--- src/rtl/dmag_pkg.sv ---
package dmag_pkg;
  typedef enum logic [1:0] {
    CH_OFF  = 2'd0,
    CH_WAIT = 2'd1,
    CH_MOVE = 2'd2
  } ch_state_e;
endpackage

--- src/rtl/dmag_seq.sv ---
module dmag_seq
  import dmag_pkg::*;
#(
  parameter int WORDS = 4,
  parameter int CNT_W = 16
) (
  input  logic             clk,
  input  logic             rst_n,
  input  logic             arm_i,
  input  logic             req_i,
  input  logic [CNT_W-1:0] iters_i,
  output logic             load_o,
  output logic             beat_o,
  output logic             minor_end_o,
  output logic             major_end_o,
  output logic             en_o,
  output logic [CNT_W-1:0] iter_o,
  output logic             done_o
);
  localparam int BEAT_W = (WORDS > 1) ? $clog2(WORDS) : 1;
  localparam logic [BEAT_W-1:0] LAST_BEAT = BEAT_W'(WORDS - 1);
  localparam logic [CNT_W-1:0]  ONE_ITER  = CNT_W'(1);

  ch_state_e         state_q, state_d;
  logic [BEAT_W-1:0] beat_q, beat_d;
  logic [CNT_W-1:0]  iter_q, iter_d, biter_q, biter_d;
  logic              pend_q, pend_d, done_q, done_d;
  logic              last_beat;

  assign last_beat   = (beat_q == LAST_BEAT);
  assign beat_o      = (state_q == CH_MOVE);
  assign minor_end_o = beat_o && last_beat;
  assign major_end_o = minor_end_o && (iter_q == ONE_ITER);
  assign en_o        = (state_q != CH_OFF);
  assign iter_o      = iter_q;
  assign done_o      = done_q;

  always_comb begin
    state_d = state_q;
    beat_d  = beat_q;
    iter_d  = iter_q;
    biter_d = biter_q;
    pend_d  = pend_q;
    done_d  = 1'b0;
    load_o  = 1'b0;
    unique case (state_q)
      CH_OFF: begin
        if (arm_i && (iters_i != '0)) begin
          state_d = CH_WAIT;
          iter_d  = iters_i;
          biter_d = iters_i;
          pend_d  = 1'b0;
          beat_d  = '0;
          load_o  = 1'b1;
        end
      end
      CH_WAIT: begin
        if (req_i) begin
          state_d = CH_MOVE;
          beat_d  = '0;
        end
      end
      CH_MOVE: begin
        if (last_beat) begin
          beat_d = '0;
          pend_d = 1'b0;
          if (iter_q == ONE_ITER) begin
            state_d = CH_OFF;
            iter_d  = biter_q;
            done_d  = 1'b1;
          end else begin
            iter_d  = iter_q - ONE_ITER;
            state_d = (pend_q || req_i) ? CH_MOVE : CH_WAIT;
          end
        end else begin
          beat_d = beat_q + BEAT_W'(1);
          if (req_i) pend_d = 1'b1;
        end
      end
      default: state_d = CH_OFF;
    endcase
  end

  always_ff @(posedge clk or negedge rst_n) begin
    if (!rst_n) begin
      state_q <= CH_OFF;
      beat_q  <= '0;
      iter_q  <= '0;
      biter_q <= '0;
      pend_q  <= 1'b0;
      done_q  <= 1'b0;
    end else begin
      state_q <= state_d;
      beat_q  <= beat_d;
      iter_q  <= iter_d;
      biter_q <= biter_d;
      pend_q  <= pend_d;
      done_q  <= done_d;
    end
  end


  done_pulse_chk: assert property (@(posedge clk) disable iff (!rst_n)
    done_o |=> !done_o);

  iter_reload_chk: assert property (@(posedge clk) disable iff (!rst_n)
    major_end_o |=> (iter_o == $past(biter_q)) && !en_o);

  hold_serve_chk: assert property (@(posedge clk) disable iff (!rst_n)
    (minor_end_o && !major_end_o && pend_q) |=> beat_o);

  off_no_start_chk: assert property (@(posedge clk) disable iff (!rst_n)
    (!en_o) |=> !beat_o);
endmodule

--- src/rtl/dmag_addr_reg.sv ---
module dmag_addr_reg #(
  parameter int ADDR_W = 32,
  parameter int STEP   = 4
) (
  input  logic              clk,
  input  logic              rst_n,
  input  logic              load_i,
  input  logic [ADDR_W-1:0] base_i,
  input  logic              step_i,
  input  logic              minor_end_i,
  input  logic              major_end_i,
  input  logic              burst_en_i,
  input  logic [ADDR_W-1:0] burst_off_i,
  input  logic [ADDR_W-1:0] end_off_i,
  output logic [ADDR_W-1:0] addr_o
);
  localparam logic [ADDR_W-1:0] STEP_V = ADDR_W'(STEP);

  logic [ADDR_W-1:0] addr_q, addr_d, adj;
  logic              addr_en;

  always_comb begin
    if (major_end_i)                    adj = end_off_i;
    else if (minor_end_i && burst_en_i) adj = burst_off_i;
    else                                adj = '0;
    addr_en = load_i || step_i;
    addr_d  = load_i ? base_i : (addr_q + STEP_V + adj);
  end

  always_ff @(posedge clk or negedge rst_n) begin
    if (!rst_n)       addr_q <= '0;
    else if (addr_en) addr_q <= addr_d;
  end

  assign addr_o = addr_q;


  linear_step_chk: assert property (@(posedge clk) disable iff (!rst_n)
    (step_i && !minor_end_i && !load_i) |=> addr_o == $past(addr_o) + STEP_V);

  end_rewind_chk: assert property (@(posedge clk) disable iff (!rst_n)
    major_end_i |=> addr_o == $past(addr_o) + STEP_V + $past(end_off_i));
endmodule

--- src/rtl/dma_minor_addr_gen.sv ---
module dma_minor_addr_gen #(
  parameter int ADDR_W     = 32,
  parameter int CNT_W      = 16,
  parameter int WORDS      = 4,
  parameter int WORD_BYTES = 4
) (
  input  logic              clk,
  input  logic              rst_n,
  input  logic              arm,
  input  logic              req,
  input  logic [ADDR_W-1:0] cfg_src_base,
  input  logic [ADDR_W-1:0] cfg_dst_base,
  input  logic [CNT_W-1:0]  cfg_iters,
  input  logic [ADDR_W-1:0] cfg_src_end_off,
  input  logic [ADDR_W-1:0] cfg_dst_end_off,
  input  logic [ADDR_W-1:0] cfg_dst_burst_off,
  input  logic              cfg_off_map,
  input  logic              cfg_off_dst,
  output logic [ADDR_W-1:0] rd_addr,
  output logic [ADDR_W-1:0] wr_addr,
  output logic              rd_stb,
  output logic              wr_stb,
  output logic              ch_enabled,
  output logic              major_done,
  output logic [CNT_W-1:0]  cur_iter
);
  localparam int NCH = 2; // index 0 source, 1 destination

  logic load, beat, minor_end, major_end;
  logic [ADDR_W-1:0] base_a [NCH];
  logic [ADDR_W-1:0] eoff_a [NCH];
  logic [ADDR_W-1:0] addr_a [NCH];
  logic              ben_a  [NCH];

  assign base_a[0] = cfg_src_base;
  assign base_a[1] = cfg_dst_base;
  assign eoff_a[0] = cfg_src_end_off;
  assign eoff_a[1] = cfg_dst_end_off;
  assign ben_a[0]  = 1'b0;
  assign ben_a[1]  = cfg_off_map && cfg_off_dst;

  dmag_seq #(.WORDS(WORDS), .CNT_W(CNT_W)) u_seq (
    .clk(clk), .rst_n(rst_n), .arm_i(arm), .req_i(req), .iters_i(cfg_iters),
    .load_o(load), .beat_o(beat), .minor_end_o(minor_end),
    .major_end_o(major_end), .en_o(ch_enabled), .iter_o(cur_iter),
    .done_o(major_done)
  );

  for (genvar g = 0; g < NCH; g++) begin : g_addr
    dmag_addr_reg #(.ADDR_W(ADDR_W), .STEP(WORD_BYTES)) u_addr (
      .clk(clk), .rst_n(rst_n), .load_i(load), .base_i(base_a[g]),
      .step_i(beat), .minor_end_i(minor_end), .major_end_i(major_end),
      .burst_en_i(ben_a[g]), .burst_off_i(cfg_dst_burst_off),
      .end_off_i(eoff_a[g]), .addr_o(addr_a[g])
    );
  end

  assign rd_addr = addr_a[0];
  assign wr_addr = addr_a[1];
  assign rd_stb  = beat;
  assign wr_stb  = beat;


  quiet_when_off_chk: assert property (@(posedge clk) disable iff (!rst_n)
    !ch_enabled |-> !rd_stb && !wr_stb);

  req_starts_burst_chk: assert property (@(posedge clk) disable iff (!rst_n)
    (ch_enabled && !rd_stb && req) |=> rd_stb);
endmodule

--- config.mk ---
export PLATFORM = sky130hd
export DESIGN_NAME = dma_minor_addr_gen
export DESIGN_NICKNAME = d
export VERILOG_FILES = /design/src/rtl/dmag_pkg.sv /design/src/rtl/dmag_seq.sv /design/src/rtl/dmag_addr_reg.sv /design/src/rtl/dma_minor_addr_gen.sv
export SDC_FILE = /design/constraint.sdc
export NUM_CORES = 1
export LEC_CHECK = 0
export ABC_AREA = 1
export BUFFER_PORTS_ARGS = -buffer_cell sky130_fd_sc_hd__buf_2
export CORE_ASPECT_RATIO = 1.5
export CORE_MARGIN = 1
export CORE_UTILIZATION = 56
export CTS_CLUSTER_SIZE = 24
export DETAILED_ROUTE_END_ITERATION = 16
export PLACE_DENSITY_LB_ADDON = 0.1
export SYNTH_ARGS = -nofsm -noshare
export SYNTH_HDL_FRONTEND = slang
export SYNTH_SLANG_ARGS = --single-unit
export TNS_END_PERCENT = 10
--- constraint.sdc ---
create_clock -name clk -period 3.55 [get_ports clk]
set_input_delay 0.355 -clock clk [delete_from_list [all_inputs] [get_ports clk]]
set_output_delay 0.355 -clock clk [all_outputs]
set_load 0.01 [all_outputs]
==> impl_results.rst <==
.. list-table::
   :header-rows: 1

   * - Metric
     - Value
   * - Run status
     - finished, final reports clean
   * - Worst EP required
     - approximately 3800 ps
   * - Worst min path class
     - input port to asynchronous set/reset pin
   * - Most frequent cell on the critical path
     - sky130_fd_sc_hd__nand2_1
   * - Vias per cell
     - around 5.5
   * - Placement Rows
     - 62
   * - Die outline area
     - ~20000 sq um
   * - Type of element launching the critical path
     - flop
   * - Critical-path top delay cell
     - sky130_fd_sc_hd__dfrtp_1
   * - Most instantiated library cell after synthesis
     - sky130_fd_sc_hd__nand2_1
   * - Total routing usage reported by global routing
     - 0.385
   * - Post-synthesis instance area
     - ~11000 sq um
   * - Net count of the finished layout
     - ~2.3k
   * - Worst hold slack
     - 45.4 ps
   * - Peak supply drop
     - a little over 0.4 mV
   * - Rel. slew slack
     - 0.393
   * - Average wire per standard cell
     - between 15 and 20 um
   * - TritonCTS buffer count
     - 9
   * - Number of global-route vias before repair
     - ~12k
   * - TritonCTS clock tree
     - done
   * - Final setup viols
     - 0
   * - Fraction of registers with async set/reset
     - 1.00
   * - FMAX
     - between 200 and 300 MHz
   * - Total power density per cell area
     - around 660 nW/um^2
   * - Top flip-flop cell by instance count after synthesis
     - sky130_fd_sc_hd__dfrtp_1
   * - Number of distinct library cell variants in the gate-level netlist after synthesis
     - 42
   * - Die height
     - 173 um
   * - Detailed Routing Iterations Pass 1
     - 6
   * - Number of storage elements in the synthesis netlist
     - slightly above 100
   * - Number of I/O pins
     - 266
   * - Antenna-violating nets left
     - 0
   * - Number of buffer and inverter instances along the worst setup path
     - 3
   * - Most instantiated cells after synthesis
     - sky130_fd_sc_hd__nand2_1 (594), sky130_fd_sc_hd__inv_1 (255), sky130_fd_sc_hd__nor2_1 (149)
   * - Maximum number of pins on one net before global-route repair
     - 63
   * - DRC errors left
     - 0
   * - Critical path launch point
     - u_seq.iter_o[1]
   * - Proportion of layout cells with a drive suffix above 1
     - 0.213
   * - Core area
     - ~19000 sq um
   * - Slack of the worst reg-to-reg path
     - approximately 28 ps
   * - Worst Clk Skew
     - approximately 13 ps
   * - Highest cell delay on the worst timing path
     - roughly 380 ps
   * - Sort of element at the end of the critical path
     - flop
   * - Detailed-route via count
     - approximately 13k
   * - Worst slew pin tran
     - between 900 and 1000 ps
   * - Total Negative Setup Slacks
     - 0 ps
   * - Grt ovf
     - 0
   * - Buffers on Ports
     - approximately 270
   * - Clock tree root driver cell
     - sky130_fd_sc_hd__clkbuf_16
   * - Final-report max-slew violation count
     - 0
   * - Arrival time reported for the critical path endpoint
     - ~3800 ps
   * - Total routed wirelength
     - about 39 mm
   * - Largest cells by area after synthesis
     - sky130_fd_sc_hd__dfrtp_1 (23%), sky130_fd_sc_hd__nand2_1 (20%), sky130_fd_sc_hd__ha_1 (14%), sky130_fd_sc_hd__inv_1 (8.8%), sky130_fd_sc_hd__nand3_1 (5.1%)
   * - RSZ-0062 raised after global routing
     - yes
   * - Crit path cell chain
     - inv_1 > ha_1 > nand3_2 > nor2_4 > nand2_4 > nor2_8 > buf_12 > clkbuf_16 > nand2_1 > o21ai_0 > ha_1 > ha_1 > a21oi_1 > nand2_1 > a21oi_2 > nand2_2 > nand2_1 > nand2_1 > nand2_1 > nand3_1 > nand2_1 > nand2_1
   * - Worst-case reg-to-reg path depth
     - 22
   * - Layout Area Growth over Synthesis
     - 22.3%
   * - Gate count of the mapped netlist
     - 1746
   * - Cell leakage power
     - roughly 8 nW
   * - Crit Path Max Fanout
     - 16
   * - Fillers
     - 1721
   * - H-tree lvl count
     - 3
   * - Post-synthesis area per instance
     - roughly 6.3 sq um
   * - Initial antenna violation count
     - 2
   * - Cell taking the most area after synthesis
     - sky130_fd_sc_hd__dfrtp_1
   * - Reg-to-reg endpoint
     - g_addr[1].u_addr.addr_o[30]
   * - Clock-pin slew reported for the worst setup and hold paths after clock tree synthesis
     - ~90 ps
   * - Clock insertion delay at the later pin of the skew report
     - 380 ps
   * - Clock Tree Buf Depth
     - 2
   * - DR iter-0 viols
     - 796
   * - Number of max-cap violations
     - 0
   * - Count of flip-flops with a built-in enable after synthesis
     - 0
   * - Part of the Yosys area used for sequential elements
     - 0.234
   * - Dpl hpwl
     - between 20 and 30 mm
   * - Tmin final
     - around 3500 ps
   * - GPL Wtd Cong
     - just over 1
   * - Die span in x
     - about 120 um
   * - Type of the worst setup path
     - flop to flop
   * - Final hold violations
     - 0
   * - Cell family contributing the most delay on the critical path
     - simple AND/OR/NAND/NOR gates
   * - Total number of clock tree sinks
     - 102
   * - Wire length of the first global-routing pass
     - slightly below 60 mm
   * - Reg2Reg Launch Point
     - u_seq.iter_o[1]
   * - Tcrit/Tclk final
     - 0.992
   * - Area fraction of the dominant cell type after synthesis
     - 0.234
   * - Net count of the mapped netlist
     - a little over 2k
   * - Yosys Warn Count
     - 0
   * - Initial standard-cell utilization of the core
     - 0.570
[per-layer routing]
layer | track usage | wire [um] | vias to the layer above
met3 | 0.0442 | 2270 | 157
met5 | 0 | 0 | -
li1 | - | - | 6173
met1 | 0.404 | 13900 | 5761
met4 | 0.267 | 2730 | 0
met2 | 0.697 | 19800 | 576
[worst max-delay path by stage]
| stage | end | slack [ps] | cells after the start |
|---|---|---|---|
| after global routing | g_addr[1].u_addr.addr_o[24] | -150 | 22 |
| after global placement | g_addr[0].u_addr.addr_o[25] | 110 | 21 |
| final | g_addr[1].u_addr.addr_o[30] | 30 | 22 |
| after CTS | g_addr[0].u_addr.addr_o[25] | 40 | 21 |
| after detailed placement | g_addr[0].u_addr.addr_o[25] | 60 | 21 |
| after floorplan | g_addr[1].u_addr.addr_o[29] | 280 | 22 |
[layout by cell type, fill, tap and decap left out, drive strengths merged, types with 3 or more instances in the layout]
cell type  Yosys  routed
nor3          14      14
a21oi         97      97
nand4         25      25
o22ai         28      28
a22oi          3       3
and2           4       4
nor2         164     164
o21ai         89      89
buf           34     309
ha           125     125
o211ai        11      11
nand2        604     604
xnor2         11      11
dfrtp        102     102
inv          262     267
xor2           8       8
a31oi          8       8
clkbuf        11      10
nand3        115     115
a21o           4       4
o221ai         4       4
o21bai        15      15
[power breakdown]
group	leakage, nW	internal, mW	switching (mW)	total (mW)
Sequential	1.22	1.72	0.490	2.21
Clock	0.165	0.638	0.548	1.19
Combinational	6.42	1.98	3.48	5.46
Total	7.80	4.34	4.52	8.86
[cell type report]
cell class	count	area (sq um)	area share
diodes	2	5.00	0.000375
well taps	256	320	0.0240
flip-flops and latches	102	2550	0.191
clock inverters	7	109	0.00815
clock buffers	9	225	0.0169
multi-input cells	1337	7430	0.556
repair buffers	310	1730	0.129
inverters	262	983	0.0736
[sequential cells by signal, summed over array words and instances, names as in the netlist]
signal                flops
u_seq.biter_q            16
u_seq.iter_o             16
u_seq.pend_q              1
u_seq.state_q             2
u_seq.done_o              1
g_addr.u_addr.addr_o     64
u_seq.beat_q              2
[metrics by stage]
stage                     utilization  setup WS (ps)  cells  power [mW]  cell area [sq um]
final                           0.697           28.2   2285        8.86              13400
after global routing            0.697           -152   2285        9.55              13400
after CTS                       0.677           41.3   2278        8.59              13000
after detailed placement        0.660           61.5   2262        7.36              12600
after global placement          0.660            110   2262        7.26              12600
after floorplan                     -            280   1746        5.52              10900
[kinds of logic (layout without fill, tap and decap cells)]
logic type / after synthesis / in the layout / share of synthesized area
AOI/OAI and AO/OA: 261 / 261 / 0.135
xor gates and xnor gates: 19 / 19 / 0.0152
adders and majority gates: 127 / 127 / 0.147
buffers and inverters: 307 / 588 / 0.114
DFF: 102 / 102 / 0.234
other: 0 / 2 / 0
and+or+nand+nor: 930 / 930 / 0.355
[timing repair]
item,CTS,global route
hold buffers,0,0
endpoints found under the setup margin,0,39
gates resized for setup,0,82
endpoints found under the hold margin,0,0
buffers inserted,0,4
(Power assumes the default switching activity.)
